**src/rtl/ectl_pkg.sv**
```systemverilog
package ectl_pkg;
  localparam int unsigned DATA_W      = 32;
  localparam int unsigned FIELD_W     = 4;
  localparam int unsigned CTRL_FIELDS = 4;
  localparam int unsigned CTRL_W      = FIELD_W * CTRL_FIELDS;
  localparam int unsigned N_INTR      = 2;
  localparam int unsigned BUS_STS_BIT = 12;

  localparam logic [FIELD_W-1:0] MB_TRUE  = 4'h6;
  localparam logic [FIELD_W-1:0] MB_FALSE = 4'h9;
  localparam logic [CTRL_W-1:0]  CTRL_RST = {CTRL_FIELDS{MB_FALSE}};

  typedef enum logic [2:0] {
    IX_ISTATE  = 3'd0,
    IX_IENABLE = 3'd1,
    IX_ITEST   = 3'd2,
    IX_ATEST   = 3'd3,
    IX_LOCK    = 3'd4,
    IX_CTRL    = 3'd5,
    IX_RSTS    = 3'd6,
    IX_ERRSEL  = 3'd7
  } reg_ix_e;

  function automatic logic mb_legal(input logic [FIELD_W-1:0] v);
    return (v == MB_TRUE) || (v == MB_FALSE);
  endfunction

  function automatic logic mb_to_bool(input logic [FIELD_W-1:0] v);
    return v == MB_TRUE;
  endfunction

  function automatic logic word_has_illegal(input logic [CTRL_W-1:0] w);
    logic bad;
    bad = 1'b0;
    for (int i = 0; i < CTRL_FIELDS; i++) begin
      bad = bad | !mb_legal(w[i*FIELD_W +: FIELD_W]);
    end
    return bad;
  endfunction
endpackage

```
**src/rtl/ectl_mubi_chk.sv**
```systemverilog
module ectl_mubi_chk
  import ectl_pkg::*;
(
  input  logic [FIELD_W-1:0] field_i,
  output logic               bool_o,
  output logic               illegal_o
);
  always_comb begin
    bool_o    = mb_to_bool(field_i);
    illegal_o = !mb_legal(field_i);
  end
endmodule

```
**src/rtl/ectl_intr.sv**
```systemverilog
module ectl_intr #(
  parameter int unsigned N = 2
) (
  input  logic         clk,
  input  logic         rst_n,
  input  logic [N-1:0] hw_set_i,
  input  logic         clr_wr_i,
  input  logic         test_wr_i,
  input  logic         en_wr_i,
  input  logic [N-1:0] wdata_i,
  output logic [N-1:0] state_o,
  output logic [N-1:0] enable_o,
  output logic [N-1:0] irq_o
);
  logic [N-1:0] state_q, enable_q, set_v, clr_v;

  always_comb begin
    clr_v = clr_wr_i  ? wdata_i : '0;
    set_v = hw_set_i | (test_wr_i ? wdata_i : '0);
  end

  always_ff @(posedge clk or negedge rst_n) begin
    if (!rst_n) begin
      state_q  <= '0;
      enable_q <= '0;
    end else begin
      state_q <= (state_q & ~clr_v) | set_v;
      if (en_wr_i) enable_q <= wdata_i;
    end
  end

  assign state_o  = state_q;
  assign enable_o = enable_q;
  assign irq_o    = state_q & enable_q;

  // any set source present on an edge leaves the bit set
  p_set_wins_r2: assert property (@(posedge clk) disable iff (!rst_n)
    (|set_v) |=> ((state_q & $past(set_v)) == $past(set_v)));

  // a line is only raised if its enable was written or held
  p_irq_needs_en_r4: assert property (@(posedge clk) disable iff (!rst_n)
    (|irq_o) |-> (|enable_q));
endmodule

```
**src/rtl/ectl_err_inject.sv**
```systemverilog
module ectl_err_inject #(
  parameter int unsigned SEL_W = 5
) (
  input  logic                  clk,
  input  logic                  rst_n,
  input  logic                  wr_i,
  input  logic [SEL_W-1:0]      sel_i,
  output logic [SEL_W-1:0]      sel_o,
  output logic [(1<<SEL_W)-1:0] force_o
);
  localparam int unsigned LINES = 1 << SEL_W;

  logic [SEL_W-1:0] sel_q;
  logic [LINES-1:0] force_q;

  function automatic logic [LINES-1:0] decode_sel(input logic [SEL_W-1:0] s);
    logic [LINES-1:0] v;
    for (int k = 0; k < LINES; k++) v[k] = (s == SEL_W'(k));
    return v;
  endfunction

  always_ff @(posedge clk or negedge rst_n) begin
    if (!rst_n) begin
      sel_q   <= '0;
      force_q <= '0;
    end else begin
      force_q <= wr_i ? decode_sel(sel_i) : '0;
      if (wr_i) sel_q <= sel_i;
    end
  end

  assign sel_o   = sel_q;
  assign force_o = force_q;

  p_force_onehot_r12: assert property (@(posedge clk) disable iff (!rst_n)
    $onehot0(force_q));

  p_force_src_r12: assert property (@(posedge clk) disable iff (!rst_n)
    (|force_q) |-> $past(wr_i));
endmodule

```
**src/rtl/entropy_ctl_regs.sv**
```systemverilog
module entropy_ctl_regs
  import ectl_pkg::*;
#(
  parameter int unsigned ADDR_W = 3,
  parameter int unsigned ERR_W  = 5
) (
  input  logic                  clk,
  input  logic                  rst_n,
  input  logic                  req_i,
  input  logic                  we_i,
  input  logic [ADDR_W-1:0]     addr_i,
  input  logic [DATA_W-1:0]     wdata_i,
  output logic [DATA_W-1:0]     rdata_o,
  input  logic                  cmd_done_evt_i,
  input  logic                  fatal_evt_i,
  input  logic                  bus_repeat_evt_i,
  output logic [N_INTR-1:0]     intr_o,
  output logic                  alert_recov_o,
  output logic                  alert_fatal_o,
  output logic [CTRL_FIELDS-1:0] ctrl_bool_o,
  output logic [(1<<ERR_W)-1:0] err_force_o
);
  localparam int unsigned N_REGS = 8;

  // named write strobes, one per register index
  logic [N_REGS-1:0] wr_hit;
  for (genvar r = 0; r < N_REGS; r++) begin : g_dec
    assign wr_hit[r] = req_i && we_i && (addr_i == ADDR_W'(r));
  end

  logic wr_lock, wr_ctrl, wr_rsts, wr_atest, ctrl_accept;
  assign wr_lock     = wr_hit[IX_LOCK];
  assign wr_ctrl     = wr_hit[IX_CTRL];
  assign wr_rsts     = wr_hit[IX_RSTS];
  assign wr_atest    = wr_hit[IX_ATEST];

  // lock (write zero to clear)
  logic lock_q;
  always_ff @(posedge clk or negedge rst_n) begin
    if (!rst_n)                     lock_q <= 1'b1;
    else if (wr_lock && !wdata_i[0]) lock_q <= 1'b0;
  end
  assign ctrl_accept = wr_ctrl && lock_q;

  // control word
  logic [CTRL_W-1:0] ctrl_q;
  always_ff @(posedge clk or negedge rst_n) begin
    if (!rst_n)           ctrl_q <= CTRL_RST;
    else if (ctrl_accept) ctrl_q <= wdata_i[CTRL_W-1:0];
  end

  logic [CTRL_FIELDS-1:0] fld_illegal;
  for (genvar f = 0; f < CTRL_FIELDS; f++) begin : g_fld
    ectl_mubi_chk u_chk (
      .field_i   (ctrl_q[f*FIELD_W +: FIELD_W]),
      .bool_o    (ctrl_bool_o[f]),
      .illegal_o (fld_illegal[f])
    );
  end

  // recoverable alert status: sticky, write zero to clear, set wins
  logic [CTRL_FIELDS-1:0] sts_fld_q;
  logic                   sts_bus_q;
  always_ff @(posedge clk or negedge rst_n) begin
    if (!rst_n) begin
      sts_fld_q <= '0;
      sts_bus_q <= 1'b0;
    end else begin
      sts_fld_q <= (sts_fld_q & ~(wr_rsts ? ~wdata_i[CTRL_FIELDS-1:0] : '0))
                   | fld_illegal;
      sts_bus_q <= (sts_bus_q & !(wr_rsts && !wdata_i[BUS_STS_BIT]))
                   | bus_repeat_evt_i;
    end
  end

  // alert pulses
  logic recov_src, alert_recov_q, alert_fatal_q;
  assign recov_src = (wr_atest && wdata_i[0])
                   || (ctrl_accept && word_has_illegal(wdata_i[CTRL_W-1:0]))
                   || bus_repeat_evt_i;
  always_ff @(posedge clk or negedge rst_n) begin
    if (!rst_n) begin
      alert_recov_q <= 1'b0;
      alert_fatal_q <= 1'b0;
    end else begin
      alert_recov_q <= recov_src;
      alert_fatal_q <= wr_atest && wdata_i[1];
    end
  end
  assign alert_recov_o = alert_recov_q;
  assign alert_fatal_o = alert_fatal_q;

  // interrupts
  logic [N_INTR-1:0] istate, ienable;
  ectl_intr #(.N(N_INTR)) u_intr (
    .clk       (clk),
    .rst_n     (rst_n),
    .hw_set_i  ({fatal_evt_i, cmd_done_evt_i}),
    .clr_wr_i  (wr_hit[IX_ISTATE]),
    .test_wr_i (wr_hit[IX_ITEST]),
    .en_wr_i   (wr_hit[IX_IENABLE]),
    .wdata_i   (wdata_i[N_INTR-1:0]),
    .state_o   (istate),
    .enable_o  (ienable),
    .irq_o     (intr_o)
  );

  // error injection
  logic [ERR_W-1:0] err_sel;
  ectl_err_inject #(.SEL_W(ERR_W)) u_err (
    .clk     (clk),
    .rst_n   (rst_n),
    .wr_i    (wr_hit[IX_ERRSEL]),
    .sel_i   (wdata_i[ERR_W-1:0]),
    .sel_o   (err_sel),
    .force_o (err_force_o)
  );

  // read mux, reserved bits zero
  always_comb begin
    rdata_o = '0;
    unique case (addr_i)
      ADDR_W'(IX_ISTATE):  rdata_o[N_INTR-1:0] = istate;
      ADDR_W'(IX_IENABLE): rdata_o[N_INTR-1:0] = ienable;
      ADDR_W'(IX_LOCK):    rdata_o[0] = lock_q;
      ADDR_W'(IX_CTRL):    rdata_o[CTRL_W-1:0] = ctrl_q;
      ADDR_W'(IX_RSTS): begin
        rdata_o[CTRL_FIELDS-1:0] = sts_fld_q;
        rdata_o[BUS_STS_BIT]     = sts_bus_q;
      end
      ADDR_W'(IX_ERRSEL):  rdata_o[ERR_W-1:0] = err_sel;
      default:             rdata_o = '0;
    endcase
  end

  // once cleared, the lock never returns
  p_lock_stays_r6: assert property (@(posedge clk) disable iff (!rst_n)
    !lock_q |=> !lock_q);

  // a control write while locked leaves the word unchanged
  p_lock_holds_ctrl_r7: assert property (@(posedge clk) disable iff (!rst_n)
    (wr_ctrl && !lock_q) |=> (ctrl_q == $past(ctrl_q)));

  // an illegal field is reflected in its status bit after the edge
  p_sticky_fld_r9: assert property (@(posedge clk) disable iff (!rst_n)
    (|fld_illegal) |=> ((sts_fld_q & $past(fld_illegal)) == $past(fld_illegal)));

  // fatal alert only follows a test write
  p_fatal_src_r5: assert property (@(posedge clk) disable iff (!rst_n)
    alert_fatal_o |-> $past(wr_atest));

  // a decoded true is never also flagged illegal
  p_bool_legal_r8: assert property (@(posedge clk) disable iff (!rst_n)
    (ctrl_bool_o & fld_illegal) == '0);
endmodule

```
**config.mk**
```make
export PLATFORM = sky130hd
export DESIGN_NAME = entropy_ctl_regs
export DESIGN_NICKNAME = d
export VERILOG_FILES = /design/src/rtl/ectl_pkg.sv /design/src/rtl/ectl_mubi_chk.sv /design/src/rtl/ectl_intr.sv /design/src/rtl/ectl_err_inject.sv /design/src/rtl/entropy_ctl_regs.sv
export SDC_FILE = /design/constraint.sdc
export NUM_CORES = 1
export LEC_CHECK = 0
export ABC_AREA = 1
export BUFFER_PORTS_ARGS = -buffer_cell sky130_fd_sc_hd__buf_2
export CAP_MARGIN = 20
export CORE_MARGIN = 2
export CORE_UTILIZATION = 52
export CTS_CLUSTER_DIAMETER = 80
export DETAILED_ROUTE_END_ITERATION = 10
export PLACE_DENSITY = 0.89
export SLEW_MARGIN = 20
export SYNTH_ARGS = -nofsm -noshare
export SYNTH_HDL_FRONTEND = slang
export SYNTH_SLANG_ARGS = --single-unit
```
**constraint.sdc**
```tcl
create_clock -name clk -period 4.3 [get_ports clk]
set_clock_uncertainty 0.1 [all_clocks]
set_input_delay 0.645 -clock clk [delete_from_list [all_inputs] [get_ports clk]]
set_output_delay 0.645 -clock clk [all_outputs]
set_load 0.01 [all_outputs]
```
==> parameters.txt, run 1 <==
Parameter                              Value

Synthesis
  Leading register cell type out of synthesis    sky130_fd_sc_hd__dfrtp_1
  Post-synthesis async set-or-reset flop share    100%
  Most frequently used cell type in the post-synthesis netlist    sky130_fd_sc_hd__nand2_1
  Distinct cells, synth    27
  Average cell area after synthesis    8.83 um2
  Number of storage elements in the synthesis netlist    65
  Cell type with the largest total area after synthesis    sky130_fd_sc_hd__dfrtp_1
  Ranking of synthesized cells by instance count    sky130_fd_sc_hd__nand2_1 (71), sky130_fd_sc_hd__dfrtp_1 (56), sky130_fd_sc_hd__nor2_1 (50), sky130_fd_sc_hd__o21ai_0 (42), sky130_fd_sc_hd__inv_1 (40)
  Portion of the post-synthesis area used by sequential elements    55.2%
  Top area cells in the synthesized netlist    sky130_fd_sc_hd__dfrtp_1 (47%), sky130_fd_sc_hd__nand2_1 (9.0%), sky130_fd_sc_hd__dfstp_2 (8.0%), sky130_fd_sc_hd__o21ai_0 (7.1%), sky130_fd_sc_hd__nor2_1 (6.3%)
  Post-Synthesis Cells    336
  Portion of synthesized cell area occupied by the leading cell type    47.2%
  Count of yosys warnings during synthesis    0
  Combined area of all synthesized cells    between 0.002 and 0.003 mm2
  Post-synth EDFFs    0

Clock tree
  # resized after CTS    0
  Clock Root Buffer    sky130_fd_sc_hd__clkbuf_8
  Number of H-tree levels    3
  Clock edge transition at the registers on the reported setup and hold paths    0.07 ns
  Longest Clk Path Bufs    2
  Number of setup buffers added after CTS    0
  TritonCTS sink count    65
  Num CTS Buffers    9
  Clock network latency to the later pin of the worst-skew pair    about 0.34 ns
  CTS tree    built
  Number of buffers inserted for hold repair after clock tree synthesis    0

Global routing
  Initial antenna violation count    0
  Number of global-route vias before repair    ~2.4k
  Pin count of the biggest net entering global routing    34
  Global-route wire length before repair    around 11 mm
  Total Routing Usage GR    a little under a quarter
  Remaining Overflow, GRT    0

STA
  Rel. slew slack    53.0%
  Transition time at the pin with the least slew margin    0.699 ns
  Setup_tns    0 ns
  Worst hold slack after final layout    about 0.23 ns
  Final setup vio count    0
  F_max    ~370 MHz
  RSZ-0062 raised after global routing    false
  Final Hold Viols    0
  Share of the clock period used by the worst path    a little under two thirds
  Final min period    2.73 ns
  Final number of max-transition violations    0

Layout
  Combined area of the multi-input logic cells    around 0.0010 mm2
  Ratio of cells with drive above 1 in the final layout    between 20% and 30%
  Total inserted antenna cells    0
  Fillers    471
  Total number of nets in the final design    460
  Final design instance area without fill    0.00355 mm2
  Post-synthesis to final-layout area growth    19.6%
  Area of all sequential standard cells    0.00164 mm2
  Final core utilization    64.4%

Die
  Initial core utilization    between 50% and 60%
  Standard-cell rows    27
  Horizontal die dimension    79.5 um
  Core Area    0.00551 mm2
  Top-Level Pins    ~110
  Full die area    approximately 0.0063 mm2
  Chip Height    79.5 um

Routing
  Remaining DRCs    0
  Average wire per cell in the routed design    13.5 um
  Number of vias in the routed layout    roughly 2.5k
  Post-detailed-route count of antenna-violating nets    0
  Violation count after the first detailed-routing iteration    122
  Sum of routed wire length over all layers    about 6.7 mm
  TritonRoute pass-1 iters    4
  Routed via count divided by cell count    5.07

Placed design
  HPWL after DPL    4.94 mm
  Placed standard-cell area    0.00333 mm2
  Buffers added on ports    81
  Routability congestion estimate    0.917

Setup path
  Crit path max fanout    17
  Element type at the critical path start    input port
  Critical setup path kind    input port to output port
  Worst Setup SP    addr_i[1]
  Data arrival time of the worst path    1.98 ns
  Startpoint of the lowest-slack register-to-register path    lock_q$_DFFE_PN1P_
  Required arrival time at the worst endpoint    3.56 ns
  Kind of end point of the critical path    output port

Pwr
  Static Leakage    0.00187 uW
  Worst ir drop on vdd    0.000278 V
  Pwr/cell area    around 420 mW/mm2
  Pwr Total    1500 uW

Job
  Maxcap violations    0

Status
  Result of the run    completed

Min path
  Min-Delay Path Class    input port to async pin
==> report_power, final <==
group	switching (uW)	internal, uW
Clock	238	326
Combinational	146	66.4
Sequential	35.0	691
==> layer usage <==
layer / part of all wire (%) / track usage (%)
met1: 41 / 28.4
met2: 49 / 36.9
met3: 7.5 / 5.09
met4: 2.6 / 12.8
met5: 0 / 0
==> flip-flops by register name, summed over array words and instances (netlist names) <==
register	cells
sts_bus_q	1
alert_recov_o	1
u_intr.enable_o	2
u_err.sel_o	5
lock_q	1
alert_fatal_o	1
u_intr.state_o	2
ctrl_q	16
sts_fld_q	4
u_err.force_o	32
==> logic make-up (layout without fill, tap and decap cells) <==
logic type      after synthesis  count (layout)  share of synthesized area (%)
compound gates               48              48                           8.39
buf+inv                      68             140                           12.1
flops                        65              65                           55.2
other cells                   1              16                          0.126
simple gates                154             154                           24.2
==> worst max-delay path, cell delays in order <==
cell and delay (ns):
sky130_fd_sc_hd__buf_2 0.12, sky130_fd_sc_hd__inv_1 0.13, sky130_fd_sc_hd__nand3_1 0.48, sky130_fd_sc_hd__o21ai_0 0.34, sky130_fd_sc_hd__nor2_1 0.09, sky130_fd_sc_hd__nand2_1 0.07
sky130_fd_sc_hd__buf_2 0.13
==> worst paths after layout <==
| check | end | slack [ns] | cells after the start |
|---|---|---|---|
| min | u_err.force_o[7]$_DFF_PN0_ | 0.23 | 1 |
| max in group asynchronous | ctrl_q[3]$_DFFE_PN1P_ | 2.94 | 2 |
| max reg2reg | ctrl_q[14]$_DFFE_PN0P_ | 2.83 | 4 |
| min in group clk | u_intr.state_o[1]$_DFF_PN0_ | 0.40 | 2 |
| max | rdata_o[0] | 1.57 | 7 |
| min reg2reg | u_err.sel_o[1]$_DFFE_PN0P_ | 0.41 | 2 |
==> through the flow <==
stage	std cells	worst slack, ns
2_1_floorplan	351	2.16
3_3_place_gp	479	1.62
3_5_place_dp	479	1.55
4_1_cts	495	1.56
5_1_grt	495	1.40
6_report	495	1.57
==> placed cells by master, fill, tap and decap left out, drive strengths merged, types with 3 or more instances in the layout <==
cell	Yosys	routed
nor3	3	3
buf	24	83
dfrtp	56	56
clkinv	0	4
nor2	61	61
conb	1	16
nand2	71	71
dfstp	9	9
nor4	8	8
inv	41	41
clkbuf	3	9
nand4	3	3
o21ai	42	42
nand3	5	5
==> area by class of cell <==
type,count,share of cell area [%]
Clock buffer,9,3.49
Clock inverter,7,2.68
Inverter,41,4.34
Multi-Input combinational cell,218,28.9
Sequential cell,65,46.2
Tap cell,72,2.54
Timing Repair Buffer,83,11.8
(Power assumes the default switching activity.)
==> inputs of run 2 (changes only) <==
--- a/config.mk
+++ b/config.mk
@@ -9,10 +9,10 @@
 export BUFFER_PORTS_ARGS = -buffer_cell sky130_fd_sc_hd__buf_2
 export CAP_MARGIN = 20
 export CORE_MARGIN = 2
-export CORE_UTILIZATION = 52
+export CORE_UTILIZATION = 49
 export CTS_CLUSTER_DIAMETER = 80
 export DETAILED_ROUTE_END_ITERATION = 10
-export PLACE_DENSITY = 0.89
+export PLACE_DENSITY = 0.85
 export SLEW_MARGIN = 20
 export SYNTH_ARGS = -nofsm -noshare
 export SYNTH_HDL_FRONTEND = slang
==> constraint.sdc (replaced) <==
create_clock -name clk -period 2.7 [get_ports clk]
set_clock_uncertainty 0.1 [all_clocks]
set_input_delay 0.405 -clock clk [delete_from_list [all_inputs] [get_ports clk]]
set_output_delay 0.405 -clock clk [all_outputs]
set_load 0.01 [all_outputs]
==> run 2 against run 1 <==
The flow now finishes with violations (hold timing). Clock power up 42%. Wire length down 3.1%. Sequential power up 60%. Combinational power up 58%. Non-clock buffer count up 3. Core utilization down 4.0 points. Flip-flop and latch count unchanged.
==> parameters.txt, run 2 (synthesized netlist as in run 1, its figures left out) <==
Parameter                              Value

Routing
  Number of vias in the routed layout    2475
  Average wire per cell in the routed design    12.9 um
  Sum of routed wire length over all layers    6.47 mm
  Violation count after the first detailed-routing iteration    110
  Post-detailed-route count of antenna-violating nets    0
  Routed via count divided by cell count    ~5
  TritonRoute pass-1 iters    4
  Remaining DRCs    0

Pwr
  Power dissipated by switching net loads    between 600 and 700 uW
  Logic gate share of total power    14.7%
  Clock network power share    a little over a third
  Static Leakage    0.00188 uW
  Internal power consumption    1660 uW
  Worst ir drop on vdd    0.000348 V
  Pwr/cell area    between 600 and 700 mW/mm2
  Switching Share    27.5%
  Fraction of power consumed by sequential logic    50.4%

Setup path
  Slack of the worst reg-to-reg path    1.28 ns
  Data arrival time of the worst path    ~1.4 ns
  Crit path max fanout    3
  Cell depth of the worst flop-to-flop path    5
  FF-to-FF End    ctrl_q[2]$_DFFE_PN0P_
  Critical setup path kind    flop to output port
  Cell-by-cell trace of the critical path    inv_1, o21ai_0, nor2_1, nand2_1, buf_2
  Element type at the critical path start    flop
  Startpoint of the lowest-slack register-to-register path    lock_q$_DFFE_PN1P_
  Required arrival time at the worst endpoint    2.19 ns
  Category of cells accounting for the largest share of critical-path delay    flip-flops
  Kind of end point of the critical path    output port
  Critical path buffer and inverter count    2
  Critical Path Max Stage Delay    0.52 ns
  Slowest cell on crit path    sky130_fd_sc_hd__dfstp_2

Layout
  Total number of nets in the final design    around 460
  Total inserted antenna cells    0
  Flip-flop count of the largest register, all copies and words added    32
  Commonest cells after routing, fill and taps aside    sky130_fd_sc_hd__buf_2 (81), sky130_fd_sc_hd__nand2_1 (71), sky130_fd_sc_hd__dfrtp_1 (56)
  Post-synthesis to final-layout area growth    19.9%
  Ratio of cells with drive above 1 in the final layout    28.6%
  Most common library cell in the layout ignoring fill and taps    sky130_fd_sc_hd__buf_2
  Final core utilization    60.4%

Clock tree
  # resized after CTS    0
  Longest Clk Path Bufs    2
  Clock Root Buffer    sky130_fd_sc_hd__clkbuf_8
  Number of buffers inserted for hold repair after clock tree synthesis    0
  Clock edge transition at the registers on the reported setup and hold paths    ~0.070 ns
  CTS tree    built
  Number of H-tree levels    3
  Number of setup buffers added after CTS    0
  TritonCTS sink count    65
  Num CTS Buffers    9
  Clock network latency to the later pin of the worst-skew pair    between 0.3 and 0.4 ns

Die
  Standard-cell rows    28
  Core Area    between 0.005 and 0.006 mm2
  Horizontal die dimension    81.8 um
  Initial core utilization    50.4%
  Chip Height    81.8 um
  Top-Level Pins    114
  Full die area    ~0.0067 mm2

STA
  Final number of max-transition violations    0
  Final min period    between 1.5 and 2 ns
  Rel. slew slack    between 50% and 60%
  F_max    534 MHz
  Share of the clock period used by the worst path    a little over two thirds
  Final Hold Viols    7
  Setup_tns    0 ns
  RSZ-0062 raised after global routing    false
  Final setup vio count    0
  Transition time at the pin with the least slew margin    ~0.66 ns
  Worst hold slack after final layout    -0.00502 ns

Global routing
  Number of global-route vias before repair    2327
  Initial antenna violation count    0
  Pin count of the biggest net entering global routing    37
  Total Routing Usage GR    between 20% and 30%
  Remaining Overflow, GRT    0
  Global-route wire length before repair    ~10 mm

Min path
  Min-Delay Path Class    input port to async pin

Placed design
  HPWL after DPL    4.90 mm
  Routability congestion estimate    roughly 0.9
  Buffers added on ports    81

Status
  Result of the run    complete, but fails checks
  Violated checks    hold timing

Job
  Maxcap violations    0
==> run 2: cell count changes in the layout (fill, tap and decap cells not counted) <==
cell,change
sky130_fd_sc_hd__clkbuf_8,+1
sky130_fd_sc_hd__buf_12,+1
sky130_fd_sc_hd__buf_4,+2
sky130_fd_sc_hd__clkbuf_1,+3
sky130_fd_sc_hd__clkinv_4,-2
sky130_fd_sc_hd__bufinv_16,-1
sky130_fd_sc_hd__or2_2,-1
sky130_fd_sc_hd__clkinvlp_4,-1
sky130_fd_sc_hd__or2_1,+1
==> run 2: layout make-up <==
type / count / area (um2)
fillers: 520 / 2330
multi-input cells: 218 / 1030
inverters: 41 / 154
clock inverters: 3 / 40.0
flip-flops and latches: 65 / 1640
repair buffers: 86 / 455
clock buffers: 13 / 149
well taps: 75 / 93.8
==> run 2: metal layers <==
| metal | GRT usage [%] | wire length (um) | vias up |
|---|---|---|---|
| met3 | 4.18 | 562 | 8 |
| li1 | - | - | 1185 |
| met1 | 25.8 | 2670 | 1167 |
| met5 | 0 | 0 | - |
| met2 | 33.9 | 3150 | 115 |
| met4 | 11.7 | 85 | 0 |
==> run 2: through the flow <==
step / instances / total power, uW / setup slack [ns] / hold slack (ns) / area (um2)
3_3_place_gp: 485 / 1490 / 0.838 / 0.355 / 3370
3_5_place_dp: 485 / 1510 / 0.798 / 0.370 / 3370
5_1_grt: 501 / 2410 / 0.737 / 0.0472 / 3560
4_1_cts: 501 / 2300 / 0.822 / 0.00754 / 3560
6_report: 501 / 2290 / 0.827 / -0.00502 / 3560
2_1_floorplan: 351 / 1390 / 1.04 / 0.00941 / 3020
==> run 2: power by group through the flow <==
stage | sequential, uW | combinational [uW] | clock [uW]
after floorplan | 1160 | 234 | 0
after global placement | 1170 | 324 | 0
after detailed placement | 1170 | 336 | 0
after CTS | 1150 | 339 | 807
after global routing | 1170 | 384 | 860
final | 1160 | 337 | 800
==> run 2: worst max path at each step <==
stage,slack (ns),end,from,depth (start not counted)
after global routing,0.74,rdata_o[0],addr_i[1],8
after detailed placement,0.80,u_err.force_o[11]$_DFF_PN0_,req_i,7
final,0.83,rdata_o[0],lock_q$_DFFE_PN1P_,5
after global placement,0.84,u_err.force_o[9]$_DFF_PN0_,req_i,7
after CTS,0.82,ctrl_bool_o[1],ctrl_q[6]$_DFFE_PN0P_,3
after floorplan,1.04,rdata_o[0],addr_i[1],6
==> inputs of run 3 (changes only) <==
==> constraint.sdc (replaced) <==
create_clock -name clk -period 1.9 [get_ports clk]
set_clock_uncertainty 0.1 [all_clocks]
set_input_delay 0.285 -clock clk [delete_from_list [all_inputs] [get_ports clk]]
set_output_delay 0.285 -clock clk [all_outputs]
set_load 0.01 [all_outputs]
==> run 3 against run 2 <==
The run now ends clean. Via count decreased by 1.5%. Combinational power up 41%. Non-clock buffer count rose by 3. Sequential share of layout area rose by 0.18 points. Clock-buffer cell count down 3. Cell area is 0.39% lower. Global-route usage down 0.14 points. Die area is the same. Setup slack worse by 0.65 ns. Sequential power grew 41%. Wire length fell by 1.5%. Critical path type unchanged.
==> parameters.txt, run 3 (synthesized netlist as in run 1, its figures left out) <==
Parameter                              Value

Status
  Result of the run    completed

Routing
  Post-detailed-route count of antenna-violating nets    0
  Met2 layer wire length in the routed design    3.06 mm
  Number of vias in the routed layout    2439
  Sum of routed wire length over all layers    roughly 6.4 mm
  M1 WL    around 2.7 mm
  Remaining DRCs    0
  Routed via count divided by cell count    4.84
  Uppermost signal routing layer after detailed routing    met4
  Violation count after the first detailed-routing iteration    67
  Detail Route met3 WL    546 um
  TritonRoute pass-1 iters    4
  Average wire per cell in the routed design    ~13 um

Layout
  Post-synthesis to final-layout area growth    19.4%
  Total number of nets in the final design    466
  Final Non-Filler Cells    504
  Ratio of cells with drive above 1 in the final layout    29.4%
  Flip-flop count of the largest register, all copies and words added    32
  Most common library cell in the layout ignoring fill and taps    sky130_fd_sc_hd__buf_2
  Final core utilization    60.2%
  Commonest cells after routing, fill and taps aside    sky130_fd_sc_hd__buf_2 (81), sky130_fd_sc_hd__nand2_1 (71), sky130_fd_sc_hd__dfrtp_1 (56)
  Total inserted antenna cells    0

Die
  Standard-cell rows    28
  Horizontal die dimension    slightly above 80 um
  Chip Height    81.8 um
  Core Area    0.00589 mm2
  Full die area    0.00669 mm2
  Top-Level Pins    about 110
  Initial core utilization    approximately half

Placed design
  Buffers added on ports    slightly above 80
  Worst slack at placement    roughly 0.29 ns
  # placed instances    487
  HPWL after DPL    4.89 mm
  Routability congestion estimate    0.906

Clock tree
  Clock Root Buffer    sky130_fd_sc_hd__clkbuf_8
  Number of setup buffers added after CTS    0
  Num CTS Buffers    9
  Number of buffers inserted for hold repair after clock tree synthesis    1
  TritonCTS sink count    65
  Clock edge transition at the registers on the reported setup and hold paths    0.07 ns
  # resized after CTS    0
  Number of H-tree levels    3
  Clock network latency to the later pin of the worst-skew pair    0.34 ns
  CTS tree    built
  Longest Clk Path Bufs    2

Setup path
  Critical setup path kind    flop to output port
  Cell depth of the worst flop-to-flop path    5
  Cell-by-cell trace of the critical path    inv_1, o21ai_0, nor2_1, nand2_1, buf_2
  Crit path depth    5
  Kind of end point of the critical path    output port
  Critical Path Max Stage Delay    0.52 ns
  Data arrival time of the worst path    about 1.3 ns
  Element type at the critical path start    flop
  Slowest cell on crit path    sky130_fd_sc_hd__dfstp_2
  Critical path buffer and inverter count    2
  Crit path max fanout    3
  Required arrival time at the worst endpoint    around 1.5 ns
  Category of cells accounting for the largest share of critical-path delay    flip-flops

Pwr
  Static Leakage    0.00188 uW
  Pwr/cell area    876 mW/mm2
  Worst ir drop on vdd    0.000504 V

Global routing
  Remaining Overflow, GRT    0
  Total Routing Usage GR    20.6%
  Pin count of the biggest net entering global routing    34
  Number of global-route vias before repair    about 2.3k
  Global-route wire length before repair    10.3 mm
  Initial antenna violation count    0

STA
  Final Hold Viols    0
  RSZ-0062 raised after global routing    false
  Worst Setup Slack, final    0.175 ns
  Transition time at the pin with the least slew margin    0.554 ns
  Final min period    1.72 ns
  F_max    580 MHz
  Final number of max-transition violations    0
  Setup_tns    0 ns
  Final setup vio count    0
  Share of the clock period used by the worst path    90.8%
  Rel. slew slack    63.0%
  Worst hold slack after final layout    about 0.028 ns

Min path
  Min-Delay Path Class    input port to flop
  Hold path cells    2

Job
  Maxcap violations    0
==> run 3: cell types whose count changed in the layout (fill, tap and decap cells not counted) <==
cell                            delta
sky130_fd_sc_hd__clkinvlp_4        +2
sky130_fd_sc_hd__bufinv_16         -1
sky130_fd_sc_hd__buf_12            -1
sky130_fd_sc_hd__buf_4             +3
sky130_fd_sc_hd__dlygate4sd3_1     +1
sky130_fd_sc_hd__clkbuf_8          -1
sky130_fd_sc_hd__clkbuf_1          -2
sky130_fd_sc_hd__clkinv_2          +2
==> run 3: through the flow <==
| step | instance area (um2) | total power [uW] |
|---|---|---|
| floorplan | 3020 | 1980 |
| global placement | 3370 | 2120 |
| detailed placement | 3370 | 2140 |
| CTS | 3540 | 3130 |
| global route | 3540 | 3260 |
| finish | 3540 | 3100 |
==> run 3: cell type report <==
type,count,area [um2]
Clock buffer,10,128
Inverter,41,154
Fill cell,521,2340
Clock inverter,6,35.0
Timing Repair Buffer,89,468
Multi-Input combinational cell,218,1030
Tap cell,75,93.8
Sequential cell,65,1640
==> run 3: worst paths after layout <==
| kind | from | end | slack (ns) |
|---|---|---|---|
| max | lock_q$_DFFE_PN1P_ | rdata_o[0] | 0.18 |
| min | fatal_evt_i | u_intr.state_o[1]$_DFF_PN0_ | 0.03 |
| max reg2reg | lock_q$_DFFE_PN1P_ | ctrl_q[2]$_DFFE_PN0P_ | 0.51 |
| min reg2reg | u_err.sel_o[1]$_DFFE_PN0P_ | u_err.sel_o[1]$_DFFE_PN0P_ | 0.40 |
| max in group asynchronous | rst_n | u_err.force_o[19]$_DFF_PN0_ | 0.91 |
| min in group asynchronous | rst_n | u_err.force_o[9]$_DFF_PN0_ | 0.18 |
==> run 3: routing by layer <==
| layer | vias to the layer above | track usage [%] |
|---|---|---|
| li1 | 1190 | - |
| met1 | 1138 | 24.7 |
| met2 | 101 | 34.1 |
| met3 | 10 | 6.37 |
| met4 | 0 | 9.50 |
| met5 | - | 0 |
==> run 3: power breakdown <==
part	switching (uW)	internal [uW]	leakage (uW)	total, uW
sequential	76.0	1560	0.000809	1640
combinational	319	156	0.000985	475
clock	525	463	0.0000818	988
total	920	2180	0.00188	3100
